--- src/rtl/sad_pkg.sv ---
package sad_pkg;
  localparam int DEF_LANES = 8;
  localparam int DEF_PIX_W = 8;
  localparam int DEF_ACC_W = 16;

  function automatic int part_width(input int lanes_in_group, input int pix_w);
    return pix_w + $clog2(lanes_in_group);
  endfunction
endpackage

--- src/rtl/sad_absdiff.sv ---
module sad_absdiff #(
  parameter int W = 8
) (
  input  logic [W-1:0] a,
  input  logic [W-1:0] b,
  output logic [W-1:0] d
);
  logic [W:0]   a_minus_b;
  logic [W-1:0] b_minus_a;

  always_comb begin
    a_minus_b = {1'b0, a} - {1'b0, b};
    b_minus_a = b - a;
    d = a_minus_b[W] ? b_minus_a : a_minus_b[W-1:0];
  end
endmodule

--- src/rtl/sad_group_sum.sv ---
module sad_group_sum #(
  parameter int N  = 4,
  parameter int W  = 8,
  parameter int OW = 10
) (
  input  logic [N*W-1:0] a,
  input  logic [N*W-1:0] b,
  output logic [OW-1:0]  sum
);
  logic [W-1:0] diff [N];

  for (genvar i = 0; i < N; i++) begin : g_lane
    sad_absdiff #(.W(W)) u_abs (
      .a(a[i*W +: W]),
      .b(b[i*W +: W]),
      .d(diff[i])
    );
  end

  always_comb begin
    sum = '0;
    for (int i = 0; i < N; i++) sum = sum + OW'(diff[i]);
  end
endmodule

--- src/rtl/sad_accum_unit.sv ---
module sad_accum_unit #(
  parameter int LANES = sad_pkg::DEF_LANES,
  parameter int PIX_W = sad_pkg::DEF_PIX_W,
  parameter int ACC_W = sad_pkg::DEF_ACC_W
) (
  input  logic                   clk,
  input  logic                   rst,
  input  logic                   op_valid,
  input  logic [LANES*PIX_W-1:0] pix_a,
  input  logic [LANES*PIX_W-1:0] pix_b,
  input  logic [ACC_W-1:0]       acc_in,
  output logic                   res_valid,
  output logic [ACC_W-1:0]       res_sum
);
  localparam int HALF   = LANES / 2;
  localparam int HALF_W = HALF * PIX_W;
  localparam int PART_W = sad_pkg::part_width(HALF, PIX_W);
  localparam int SUM_W  = PART_W + 1;

  logic [PART_W-1:0] part_c [2];

  for (genvar g = 0; g < 2; g++) begin : g_half
    sad_group_sum #(.N(HALF), .W(PIX_W), .OW(PART_W)) u_grp (
      .a(pix_a[g*HALF_W +: HALF_W]),
      .b(pix_b[g*HALF_W +: HALF_W]),
      .sum(part_c[g])
    );
  end

  // stage 1: half sums
  logic              s1_v;
  logic [PART_W-1:0] s1_lo, s1_hi;
  logic [ACC_W-1:0]  s1_acc;
  // stage 2: lane total
  logic              s2_v;
  logic [SUM_W-1:0]  s2_sum;
  logic [ACC_W-1:0]  s2_acc;

  always_ff @(posedge clk) begin
    if (rst) begin
      s1_v <= 1'b0;
      s2_v <= 1'b0;
    end else begin
      s1_v <= op_valid;
      s2_v <= s1_v;
    end
  end

  always_ff @(posedge clk) begin
    s1_lo  <= part_c[0];
    s1_hi  <= part_c[1];
    s1_acc <= acc_in;
    s2_sum <= SUM_W'(s1_lo) + SUM_W'(s1_hi);
    s2_acc <= s1_acc;
  end

  // stage 3: accumulate, registered outputs
  always_ff @(posedge clk) begin
    if (rst) begin
      res_valid <= 1'b0;
      res_sum   <= '0;
    end else begin
      res_valid <= s2_v;
      if (s2_v) res_sum <= s2_acc + ACC_W'(s2_sum);
    end
  end
endmodule

--- config.mk ---
export PLATFORM = sky130hd
export DESIGN_NAME = sad_accum_unit
export DESIGN_NICKNAME = d
export VERILOG_FILES = /design/src/rtl/sad_pkg.sv /design/src/rtl/sad_absdiff.sv /design/src/rtl/sad_group_sum.sv /design/src/rtl/sad_accum_unit.sv
export SDC_FILE = /design/constraint.sdc
export NUM_CORES = 1
export LEC_CHECK = 0
export ABC_AREA = 1
export BUFFER_PORTS_ARGS = -buffer_cell sky130_fd_sc_hd__clkbuf_2
export CORE_MARGIN = 2
export CORE_UTILIZATION = 37
export DETAILED_ROUTE_END_ITERATION = 16
export PLACE_DENSITY = 0.52
export SETUP_SLACK_MARGIN = 0.02
export SYNTH_ARGS = -nofsm -noshare
export SYNTH_HDL_FRONTEND = slang
export SYNTH_HIERARCHICAL = 1
export SYNTH_SLANG_ARGS = --single-unit
--- constraint.sdc ---
create_clock -name clk -period 5.6 [get_ports clk]
set_input_delay 0.28 -clock clk [delete_from_list [all_inputs] [get_ports clk]]
set_output_delay 0.28 -clock clk [all_outputs]
set_load 0.1 [all_outputs]
## After elaboration in Yosys (flattened, before gate mapping)

Cells that the tools add are included.

| word-level totals | value |
|---|---|
| register bits after elaboration | 82 |
| output and inout port bits | 17 |
| memories kept | 0 |
| latch bits | 0 |
| input bits | 147 |
| memory bits (read-only) | 0 |
| bits in writable memories | 0 |
| word-level logic and storage cells | 41 |

| cells by class | value |
|---|---|
| divide/modulo/power cells | 0 |
| equality and inequality tests | 0 |
| reduce and logical (&&, ||, !) cells | 0 |
| shift-type cells | 0 |
| bitwise logic cells | 0 |
| order comparisons | 0 |
| muxes and demuxes | 8 |
| multiply operators | 0 |
| add/subtract/negate cells | 24 |

Operators with widths:

| cell | count |
|---|---|
| $sub 8x8->9 | 8 |
| $mux 8 | 8 |
| $sub 8x8->8 | 8 |
| $add 10x8->10 | 4 |
| $add 8x8->9 | 2 |
| $add 16x11->16 | 1 |
| $add 10x10->11 | 1 |

## Logic depth before layout (Yosys ltp)

Gate-level depths: netlist (run 1).

| depth | value |
|---|---|
| depth after elaboration | 5 |
| mapped depth | 22 |
| mapped depth without buffers | 22 |

## By module

The synthesis (run 1) kept the hierarchy.

Modules (own cells, without submodules):

| module | area an instance (sq um) | cells each | times used |
|---|---|---|---|
| sad_absdiff | 844.6 | 152 | 8 |
| sad_accum_unit | 3231.8 | 381 | 1 |
| sad_group_sum (g_half[1].u_grp) | 832.0 | 113 | 1 |
| sad_group_sum (g_half[0].u_grp) | 799.5 | 113 | 1 |

## Worst setup path after synthesis (run 1)

Ideal clock, no wire load.

| timing path | value |
|---|---|
| kind | input to register |
| start point | input port pix_a[56] |
| end point | register s1_hi[9] |
| setup time | 0.115 ns |
| stages | 19 |
| arrival | 3.441 ns |
| path slack | 2.044 ns |
| required time | 5.485 ns |
| path through | inv_1 -> ha_1 -> fa_1 -> inv_1 -> nand3_1 -> nand3_1 -> nand2_1 -> nand2_4 -> o21ai_0 -> fa_1 -> fa_1 -> ha_1 -> fa_1 -> nand2_1 -> nand2_1 -> nand3b_4 -> nand2_2 -> nand2_1 -> nand2_1 |

RTL lines:

| item | line | source |
|---|---|---|
| from (decl) | sad_accum_unit.sv:9 | `input logic [LANES*PIX_W-1:0] pix_a,` |
| to (signal assigned) | sad_accum_unit.sv:51 | `s1_hi <= part_c[1];` |
| to (decl) | sad_accum_unit.sv:32 | `logic [PART_W-1:0] s1_lo, s1_hi;` |

==> results by stage, run 1 <==
Global routing:
- The number of antenna violations at the first check in global routing is 0.
- The via count of the first global-routing pass is 10,000.
- The maximum number of pins on one net before global-route repair is 25.
- In the global route stage, overall resource usage came out at 0.157.
- For this run the aggregate overflow at the end of global routing stands at 0.
- The global-route wire length before repair is 44,000 um.

Timing:
- The number of pins with negative max-slew slack in the final report came to 0.
- On the final layout, the worst clock skew is 0.00496 ns.
- The clock period could shrink to 3.64 ns.
- Of the available clock period, the critical path in the final layout requires 0.651.
- The worst slew margin relative to its limit is 0.459.
- The final-report hold violation count was 0.
- Setup violations remaining at the end of the flow were counted as 0.
- The maximum achievable frequency is 0.274 GHz.
- The actual transition at the worst max-transition pin is 0.810 ns.
- Setup repair after global routing left no endpoint under its margin.
- For the final routed database, the setup TNS stands at 0 ns.

Pwr:
- The leakage component of the power is 8.13 nW.
- The sequential power share is 0.172.
- Power comes to 4.78 mW.
- Of the total power, the share spent switching nets is 0.476.
- Power spread over the standard cell area amounts to 365 nW/um2.
- The internal portion of total power is 2.50 mW.
- The part of the power in the clock network is 0.131.
- The relative contribution of combinational cells to total power is 0.697.
- In this run the power spent charging and discharging nets is 2.28 mW.
- The maximum ir drop on the vdd rail is 207 uV.

Cells and area:
- Relative to the synthesized area, the layout overhead comes to 12.5%.
- The repair_antennas step left the layout with diodes totalling 0.
- The net count of the finished layout is 2,341.
- Registers take 1640 um2.
- The combined area of the multi-input logic cells is 8170 um2.
- The number of fillers in the final layout is 3,390.
- The share of final-layout standard cells stronger than drive strength 1 is 0.123.

Clock network:
- The number of cells upsized or downsized after cts is 0.
- The clock latency of the later-clocked register in the worst-skew pair is 0.34 ns.
- Clock-pin slew was measured on the worst setup and hold paths at 0.06 ns.
- CTS saw 82 sinks.
- The H-tree was split into 3 levels.
- TritonCTS built the clock tree.
- TritonCTS created 9 clock buffers.
- The root buffer selected by CTS is sky130_fd_sc_hd__clkbuf_16.
- The hold-fix buffer count after cts is 0.
- The longest clock path from root to sink contains 2 buffers.
- The post-CTS setup buffer count is 0.

Worst setup path:
- For this run, the slowest stage of the critical path takes 0.52 ns.
- STA puts the critical path data arrival time at 3.88 ns.
- The signal on the critical path passes through clkbuf_2, inv_1, ha_1, fa_1, inv_1, nand3_1, nand3_1, nand2_1, nand2_4, nand2_1, o21ai_0, fa_1, fa_1, ha_1, fa_1, nand2_1, nand2_1, nand3b_1, nand2_1, nand2_1, nand2_1.
- The critical path class is input port to flip-flop.
- The capturing element type of the critical path is a flip-flop.
- Counting stages on the worst path, the most repeated cell is sky130_fd_sc_hd__nand2_1.
- The standard cell with the maximum stage delay on the critical path is sky130_fd_sc_hd__fa_1.
- Along the worst path, the maximum fanout reaches 10.
- Data on the critical path is required at its endpoint by 5.83 ns.
- The worst setup path is launched from an input port.

Detailed routing:
- The count of unresolved DRC violations after routing is 0.
- The detailed-routing iteration count for the pre-antenna-repair pass is 4.
- The routed wire length per instance is 10.5 um.
- After the first detailed-routing iteration, the DRC count stood at 413.
- The aggregate routed wire length is 24,900 um.
- Using the TritonRoute via totals, the vias-per-cell ratio works out to 4.40.
- The number of nets with antenna violations after detailed routing is 0.
- The number of vias in the routed layout is 10,400.

Synthesis:
- The simple-gate area share of the yosys netlist is 0.317.
- The distinct cell type count after synthesis is 38.
- The async set-or-reset flop fraction in the synthesized netlist is 0.
- By area, the combinational part of the netlist is dominated by simple AND/OR/NAND/NOR gates.
- The multiplexer fraction of the synthesized cell area is 0.
- Of the synthesized area, sequential elements account for 0.141.
- In this run, synthesis inferred 0 flip-flops with an integrated enable.
- The post-synthesis sequential element count is 82.
- The main flop type after synthesis is sky130_fd_sc_hd__dfxtp_1.
- The synthesized area per cell is 6.37 um2.
- Of the total synthesized cell area, the portion taken by full adders, half adders and majority gates is 0.275.
- Of the total synthesized cell area, the portion taken by XOR and XNOR cells is 0.0513.
- During synthesis, Yosys emitted a total of 6 warnings.
- The cell area after synthesis is 11,600 um2.
- The share of the synthesized area in compound gates (AO/OA/AOI/OAI) is 0.0602.
- The synthesized netlist cell count is 1,823.
- The number of nets handed over by synthesis was 2,195.

Floorplanning:
- The horizontal die dimension is 181 um.
- The region available for standard cell placement spans 30,700 um2.
- The initial utilization of the core area, before any placement, comes to 0.378.
- The number of I/O pins is 164.
- The vertical die dimension is 181 um.
- After floorplanning, the core was divided into 64 placement rows.
- The die covers 32,800 um2.

Outcome:
- The flow ran to the end, and the final reports show no timing, DRC or antenna violations.

Placement:
- The detailed placer's ending HPWL is 22,200 um.
- The final weighted congestion in routability-driven placement is 0.850.
- Buffers placed on the I/O ports in this run total 163.

Run:
- The max capacitance violation total is 0.

Min path:
- The worst min-delay path category is input port to flip-flop.
[metrics by stage]
| stage | utilization | hold slack (ns) | cell area (um2) | instances | worst slack, ns |
|---|---|---|---|---|---|
| global route | 0.425 | 0.0192 | 13100 | 2370 | 1.66 |
| CTS | 0.425 | 0.0180 | 13100 | 2370 | 1.95 |
| floorplan | - | 0.308 | 11600 | 1823 | 2.04 |
| finish | 0.425 | 0.0373 | 13100 | 2370 | 1.96 |
| global placement | 0.415 | 0.312 | 12800 | 2354 | 1.66 |
| detailed placement | 0.415 | 0.312 | 12800 | 2354 | 1.57 |
[cells by family after synthesis]
| logic type | after synthesis |
|---|---|
| compound gates | 123 |
| xor+xnor | 68 |
| fa+ha+maj | 225 |
| buf+inv | 457 |
| flops | 82 |
| simple gates | 868 |
[sequential cells by signal, indices dropped and copies added, names as in the netlist]
register,flops
res_sum,16
s1_acc,16
s2_acc,16
s2_sum,11
s1_hi,10
s1_lo,10
res_valid,1
s1_v,1
s2_v,1
[cells in the mapped netlist (9+ instances only)]
cell type / count / area, um2
sky130_fd_sc_hd__inv_1: 415 / 1560
sky130_fd_sc_hd__buf_4: 16 / 120
sky130_fd_sc_hd__nand3b_1: 10 / 75.1
sky130_fd_sc_hd__o21ai_0: 28 / 140
sky130_fd_sc_hd__dfxtp_1: 82 / 1640
sky130_fd_sc_hd__nand2_4: 9 / 101
sky130_fd_sc_hd__a21oi_1: 65 / 325
sky130_fd_sc_hd__fa_1: 50 / 1000
sky130_fd_sc_hd__nand2_2: 19 / 119
sky130_fd_sc_hd__nand4_1: 19 / 119
sky130_fd_sc_hd__nand2_1: 601 / 2260
sky130_fd_sc_hd__xnor2_1: 15 / 131
sky130_fd_sc_hd__ha_1: 175 / 2190
sky130_fd_sc_hd__a21oi_2: 12 / 105
sky130_fd_sc_hd__nor2_1: 79 / 297
sky130_fd_sc_hd__xor2_1: 53 / 464
sky130_fd_sc_hd__nand3_1: 115 / 576
[metal layers]
metal,global-route usage,up-vias,routed length [um]
met4,0.0237,0,149
met2,0.266,146,11200
met1,0.218,4529,12800
met3,0.0194,11,767
li1,-,5753,-
met5,0,-,0
[path summary, 6_finish.rpt]
check,startpoint,end,slack (ns),depth (start not counted)
max reg2reg,s2_sum[0],res_sum[10],3.81,12
max,pix_a[16],s1_lo[9],1.96,21
min reg2reg,s1_acc[12],s2_acc[12],0.33,0
min,acc_in[10],s1_acc[10],0.04,1
[cell usage in the layout (no fill, tap or decap), drive strengths merged]
| cell | instances |
|---|---|
| nor2 | 83 |
| bufinv | 2 |
| inv | 429 |
| clkbuf | 175 |
| a211oi | 1 |
| xor2 | 53 |
| o21bai | 1 |
| or2 | 4 |
| a21oi | 77 |
| a21o | 3 |
| nand3b | 11 |
| nand4 | 19 |
| o2111ai | 1 |
| nand3 | 120 |
| clkinv | 2 |
| o21ai | 31 |
| xnor2 | 15 |
| nand2 | 629 |
| a21boi | 1 |
| ha | 175 |
| o21a | 8 |
| dfxtp | 82 |
| fa | 50 |
| and2 | 2 |
[final cells by class]
| cell class | count | share of cell area |
|---|---|---|
| clock buffers | 12 | 0.0189 |
| clock inverters | 4 | 0.00565 |
| inverters | 429 | 0.125 |
| multi-input cells | 1284 | 0.625 |
| flip-flops and latches | 82 | 0.126 |
| well taps | 396 | 0.0379 |
| repair buffers | 163 | 0.0624 |
[power groups by stage]
stage / combinational, mW / clock (mW) / sequential (mW)
6_report: 3.33 / 0.625 / 0.824
5_1_grt: 3.89 / 0.671 / 0.838
4_1_cts: 3.39 / 0.649 / 0.828
3_5_place_dp: 3.37 / 0 / 0.840
3_3_place_gp: 3.34 / 0 / 0.841
2_1_floorplan: 2.62 / 0 / 0.872
[critical path, delay by kind of cell]
family          cells  cell delay [ns]
fa+ha+maj           6             2.24
simple gates       11             0.91
buf+inv             3             0.26
compound gates      1             0.17
Power figures use the tool's default switching activity.
==> run 2, diff against run 1 <==
Settings changed: PLACE_DENSITY 0.52 to 0.54.
Clock period 5.6 ns to 3.2 ns, I/O delays scaled along.
==> run 2 against run 1 <==
Against the previous run: worst setup slack worse by 1.8 ns; clock skew about the same; global-route usage up 0.56 points; combinational power up 120%; routed wire length up 8.8%; critical endpoint is now s1_hi[9]; largest power group unchanged; highest routed layer unchanged.
==> results by stage, run 2 (synthesis results as in run 1) <==
Outcome:
- The run finished with clean final reports.

Timing:
- The worst slew margin relative to its limit is 0.637.
- On the final layout, the worst hold slack is 0.0142 ns.
- Setup repair after global routing could not meet its margin everywhere.
- At the pin with the least slew margin, the transition time is 0.547 ns.
- In the finished design, the share of the clock period the worst path needs comes to 0.961.
- Timing would allow up to 0.325 GHz.
- The final sum of negative setup slack is 0 ns.
- The final-report hold violation count is 0.
- The number of pins with negative max-slew slack in the final report came to 0.
- For the final database, setup skew stands at 0.00484 ns.
- Setup violations remaining at the end of the flow were counted as 0.
- The worst path needs 3.07 ns of the cycle, external delays included.

Clock network:
- The CTS tree is yes.
- The tree is rooted in a sky130_fd_sc_hd__clkbuf_16.
- The number of buffers on the longest clock path is 2.
- The clock latency of the later-clocked register in the worst-skew pair is 0.34 ns.
- The clock net sink count is 82.
- The number of clock buffers added by TritonCTS is 9.
- The level count of the clock H-tree is 3.
- Clock-pin slew was measured on the worst setup and hold paths at 0.06 ns.

Cells and area:
- 0 antenna diodes ended up in the layout.
- The number of nets at the end of the flow is 2,545.
- The share of final-layout standard cells stronger than drive strength 1 is 0.263.
- Leaving out fill and tap cells, the most frequent cell in the layout is sky130_fd_sc_hd__nand2_1.
- The final instance count without filler cells is 2,574.
- The cell area after layout is 15,300 um2.
- In the final layout, the registers with the most flip-flops are res_sum x16, s1_acc x16, s2_acc x16.
- The top cell types in the final layout, fill and taps aside, are 580 x sky130_fd_sc_hd__nand2_1, 383 x sky130_fd_sc_hd__inv_1, 183 x sky130_fd_sc_hd__buf_4.
- Relative to the synthesized area, the layout overhead comes to 31.7%.

Global routing:
- For this run the aggregate overflow at the end of global routing stands at 0.
- Entering global routing, the biggest net connects 25 pins.
- The global-route wire length before repair is 45,900 um.
- Across every metal layer, demand over resource in global routing totals 0.163.
- The number of antenna violations at the first check in global routing is 0.
- The via count of the first global-routing pass is 10,700.

Worst setup path:
- Counting stages on the worst path, the most repeated cell is sky130_fd_sc_hd__nand2_2.
- Walking the worst path, the cells encountered are buf_4, inv_2, ha_4, fa_2, inv_2, nand3_2, nand3_2, nand2_2, nand2_4, buf_6, nand2_2, o21ai_2, fa_1, fa_1, ha_2, fa_2, nand2_2, nand2_4, nand3b_4, nand2_2, nand2_1, nand2_1.
- In this run the register-to-register setup slack is 1.40 ns.
- The critical path class is input port to flip-flop.
- The longest individual stage delay on the worst path is 0.48 ns.
- The data arrival time of the worst path is 3.30 ns.
- The highest fanout seen on the critical path is 6.
- The slowest stage of the critical path belongs to the cell sky130_fd_sc_hd__fa_1.
- The depth of the worst register-to-register path is 9.
- The startpoint identified for the worst register-to-register timing path is s1_hi[0].
- STA puts the critical path data required time at 3.43 ns.
- The worst setup path is launched from an input port.
- The capturing element type of the critical path is a flip-flop.
- The reg-to-reg endpoint is s2_sum[8].

Detailed routing:
- The violation count after the first detailed-routing iteration is 356.
- The aggregate routed wire length is 27,100 um.
- After detailed routing, the number of remaining DRC violations is 0.
- The detailed-routing iteration count for the pre-antenna-repair pass is 5.
- The number of vias in the routed layout is 11,200.
- The average vias per placed instance is 4.37.
- The routed wire length per instance is 10.5 um.
- The count of nets left with antenna violations once routing finished came out at 0.

Placement:
- The cell total after placement is 2,514.
- The detailed placer's ending HPWL is 23,300 um.
- The count of buffers added on input and output ports is 163.
- The instance area at placement is 14,200 um2.
- The congestion estimate from routability-driven global placement came to 0.857.

Floorplanning:
- The horizontal die dimension is 181 um.
- The vertical die dimension is 181 um.
- The number of I/O pins is 164.
- The floorplan row count is 64.
- The die covers 32,800 um2.
- The region available for standard cell placement spans 30,700 um2.
- The initial utilization of the core area, before any placement, comes to 0.378.

Min path:
- Along the worst hold path, the cell count comes to 3.
- The end point of the most critical hold path is s1_v.
- The beginning of the worst hold path is op_valid.
- The worst min-delay path category is input port to flip-flop.

Pwr:
- The power density relative to cell area is 635 nW/um2.
- The maximum ir drop on the vdd rail is 387 uV.
- Total power for the finished layout comes to 9.71 mW.
- For this design the static power due to leakage is 9.18 nW.

Run:
- Across the run, the number of max-cap violations was 0.
==> run 2: cell count changes in the layout (fill, tap and decap cells not counted), sizes merged <==
cell,change
nand2,+5
clkbuf,-11
dlygate4sd3,+16
inv,+1
clkinvlp,+1
bufinv,-1
buf,+191
clkinv,+2
==> run 2: worst max-delay path by stage <==
stage / from / endpoint / slack [ns]
after floorplan: pix_a[24] / s1_lo[9] / 0.02
after global placement: pix_b[8] / s1_lo[9] / -0.28
after detailed placement: pix_a[40] / s1_hi[7] / -0.32
after CTS: pix_a[40] / s1_hi[9] / 0.04
after global routing: pix_a[24] / s1_lo[9] / -0.03
final: pix_a[48] / s1_hi[9] / 0.13
==> run 2: through the flow <==
stage / util / setup slack [ns]
after detailed placement: 0.461 / -0.321
final: 0.498 / 0.125
after CTS: 0.476 / 0.0381
after global routing: 0.498 / -0.0259
after global placement: 0.461 / -0.282
after floorplan: - / 0.0205
==> run 2: critical path: cells and delay by family <==
kind | cells | cell delay (ns)
AO/OA/AOI/OAI | 1 | 0.06
adder cells (fa/ha/maj) | 6 | 1.99
buffers and inverters | 4 | 0.33
AND/OR/NAND/NOR | 11 | 0.73
==> run 2: area by class of cell <==
| class | instances | area [um2] |
|---|---|---|
| inverter | 429 | 1640 |
| clock buffer | 9 | 225 |
| fill | 3150 | 15400 |
| timing repair buffer | 362 | 2410 |
| tap | 396 | 495 |
| sequential | 82 | 1640 |
| clock inverter | 7 | 77.6 |
| multi-input combinational | 1289 | 8810 |
==> run 2: layer usage <==
metal	GRT usage	share of wire	wire [um]	vias to the layer above
met5	0	0	0	-
met4	0.0283	0.0091	246	0
met3	0.0143	0.025	677	19
met2	0.280	0.46	12300	157
met1	0.225	0.51	13800	4908
li1	-	-	-	6154
==> run 2: timing repair <==
item | CTS | global route
setup buffers | 0 | 23
hold endpoints to repair | 16 | 0
hold buffers | 16 | 0
setup endpoints to repair | 0 | 14
gates resized for setup | 0 | 142
==> run 2: report_power, final <==
group | switching (mW) | leakage (nW) | total (mW) | internal, mW
logic | 3.93 | 8.35 | 7.24 | 3.31
registers | 0.100 | 0.687 | 1.44 | 1.34
clock network | 0.417 | 0.146 | 1.03 | 0.610
total | 4.45 | 9.18 | 9.71 | 5.26
==> run 3, diff against run 2 <==
Settings changed: CELL_PAD_IN_SITES_DETAIL_PLACEMENT from default to 1, CELL_PAD_IN_SITES_GLOBAL_PLACEMENT from default to 1, PLACE_DENSITY 0.54 to 0.73.
==> run 3 against run 2 <==
Against the previous run: combinational power rose by 6.1%; register-to-register slack barely moved; die area did not move; total power rose by 5.2%.
==> results by stage, run 3 (synthesis results as in run 1) <==
Outcome:
- The run finished with clean final reports.

Worst setup path:
- The worst setup path is captured at a flip-flop.
- Counting buffers and inverters, the worst setup path is 23 cells deep.
- Along the worst path, the maximum fanout reaches 5.
- The endpoint required time on the critical path is 3.43 ns.
- The slowest stage of the critical path is the sky130_fd_sc_hd__fa_1 cell.
- The worst register-to-register path has a setup slack of 1.39 ns.
- The depth of the worst register-to-register path is 12.
- For this run, the slowest stage of the critical path takes 0.51 ns.
- The endpoint identified for the worst register-to-register timing path is res_sum[10].
- The worst setup path is of the input port to flip-flop kind.
- Walking the worst path, the cells encountered are buf_8, inv_4, ha_4, fa_2, inv_2, nand3_2, nand3_2, nand2_2, nand2_4, buf_6, nand2_4, o21ai_2, inv_1, fa_1, fa_1, inv_2, fa_2, nand2_2, nand2_2, nand3b_4, nand2_2, nand2_1, nand2_1.
- The combined buffer and inverter count along the critical path is 6.
- Data on the critical path arrives at its endpoint at 3.37 ns.
- The most common cell type on the critical path is sky130_fd_sc_hd__nand2_2.
- The source of the worst register-to-register timing path is s2_sum[0].
- The startpoint type of the worst setup path is an input port.
- The largest delay contributor family on the critical path is adder cells.

Timing:
- The final-report hold violation count came to 0.
- For the pin with the worst max-slew slack, the measured transition is 0.552 ns.
- The share of the clock period used by the worst path is 0.981.
- The total of endpoints with negative setup slack in the final report is 0.
- Setup repair after global routing could not meet its margin everywhere.
- Derived from the worst setup path, the maximum achievable clock frequency is 0.319 GHz.
- The time the worst path needs with I/O delays and setup is 3.14 ns.
- The number of pins with negative max-slew slack in the final report is 0.
- The tightest hold margin is 0.213 ns.
- The final sum of negative setup slack is 0 ns.
- The worst slew margin relative to its limit is 0.633.
- The worst clock skew is 0.00585 ns.

Clock network:
- TritonCTS built the clock tree.
- The level count of the clock H-tree is 3.
- In this run the deepest clock path goes through 2 buffers.
- Clock tree synthesis inserted a total of 9 buffers.
- The clock-pin transition on the worst setup and hold timing paths is 0.06 ns.
- The tree is rooted in a sky130_fd_sc_hd__clkbuf_16.
- CTS saw 82 sinks.
- At the later pin of the worst-skew pair, clock insertion delay measures 0.34 ns.

Detailed routing:
- In the routed design, unresolved DRC markers number 0.
- Dividing the detail-routed wire length by the instance count gives 12.9 um.
- Detailed routing inserted a total of 11,800 vias.
- The average vias per placed instance is 4.60.
- Once detail routing completed, the nets flagged for antenna violations numbered 0.
- The detailed-routing iteration count for the pre-antenna-repair pass is 4.
- For this block, the routed nets add up to 33,200 um of wire.
- The violation count after the first detailed-routing iteration is 244.

Cells and area:
- The synthesis-to-finish area growth is 33.6%.
- The most common library cell in the layout ignoring fill and taps is sky130_fd_sc_hd__nand2_1.
- The number of antenna diodes in the final layout is 0.
- The number of fillers in the final layout is 4,141.
- The number of nets at the end of the flow is 2,547.
- The utilization after layout is 0.505.
- In the layout the commonest cells are 570 x sky130_fd_sc_hd__nand2_1, 386 x sky130_fd_sc_hd__inv_1, 182 x sky130_fd_sc_hd__buf_4.
- The share of final-layout standard cells stronger than drive strength 1 is 0.277.
- In the final layout, the registers with the most flip-flops are res_sum x16, s1_acc x16, s2_acc x16.

Global routing:
- The via count of the first global-routing pass is 12,400.
- The maximum number of pins on one net before global-route repair is 25.
- The global-route wire length before repair is 54,600 um.
- The number of antenna violations at the first check in global routing was 0.
- The overall routing resource usage is 0.196.
- For this run the aggregate overflow at the end of global routing stands at 0.

Placement:
- The final weighted congestion in routability-driven placement is 0.837.
- The count of input and output buffers is 163.
- The wire-length estimate of the detail-placed layout is 27,800 um.

Min path:
- The path class of the tightest hold or removal check is input port to flip-flop.
- Counting instances, the worst hold path has a depth of 2.
- The path with the worst hold slack has its endpoint at res_valid.
- The worst hold path begins at rst.

Pwr:
- For this design the ratio of total power to cell area is 659 nW/um2.
- The maximum ir drop on the vdd rail is 372 uV.
- For this design the static power due to leakage is 9.21 nW.

Floorplanning:
- The die area is 32,800 um2.
- The die is 181 um wide.
- The standard cell core area is 30,700 um2.
- The vertical die dimension is 181 um.
- The starting density of the core is 0.378.
- The number of I/O pins is 164.
- The initialized floorplan defines 64 standard-cell rows.

Run:
- The max capacitance violation total is 0.
## run 3: power by group
part	internal [mW]	switching [mW]	leakage (nW)
logic	3.45	4.23	8.37
clock network	0.701	0.395	0.156
registers	1.34	0.103	0.687
total	5.49	4.73	9.21
## run 3: worst max-delay path by stage
stage | start | to | slack, ns
6_report | pix_a[56] | s1_hi[9] | 0.06
5_1_grt | pix_b[48] | s1_hi[7] | -0.06
3_5_place_dp | pix_a[16] | s1_lo[9] | -0.41
2_1_floorplan | pix_a[24] | s1_lo[9] | 0.02
3_3_place_gp | pix_a[21] | s1_lo[9] | -0.31
4_1_cts | pix_a[8] | s1_lo[9] | 0.01
## run 3: repair_timing
| item | 4_1_cts | 5_1_grt |
|---|---|---|
| buffers inserted | 7 | 11 |
| resized for setup | 10 | 169 |
| hold buffers | 17 | 0 |
| setup endpoints to repair | 5 | 14 |
| endpoints found under the hold margin | 17 | 0 |
| gates cloned | 1 | 4 |
| pin swaps | 9 | 87 |
## run 3: routing by layer
layer	up-vias	track usage	share of wire
met1	5534	0.244	0.46
met4	0	0.0250	0.0080
met5	-	0	0
met2	127	0.372	0.51
met3	25	0.0175	0.017
li1	6158	-	-
## run 3: final cells by class
class	instances	area, um2	share of cell area
multi-input combinational	1289	8970	0.578
timing repair buffer	364	2450	0.158
sequential	82	1640	0.106
clock inverter	5	77.6	0.00500
clock buffer	11	243	0.0156
tap	396	495	0.0319
inverter	429	1640	0.106
## run 3: through the flow
stage | std cells | area [um2] | setup slack [ns] | power (mW)
6_report | 2576 | 15500 | 0.0611 | 10.2
5_1_grt | 2576 | 15500 | -0.0590 | 11.4
4_1_cts | 2561 | 14800 | 0.0145 | 9.75
3_5_place_dp | 2520 | 14200 | -0.408 | 8.46
3_3_place_gp | 2520 | 14200 | -0.314 | 8.16
2_1_floorplan | 1823 | 11800 | 0.0205 | 6.37
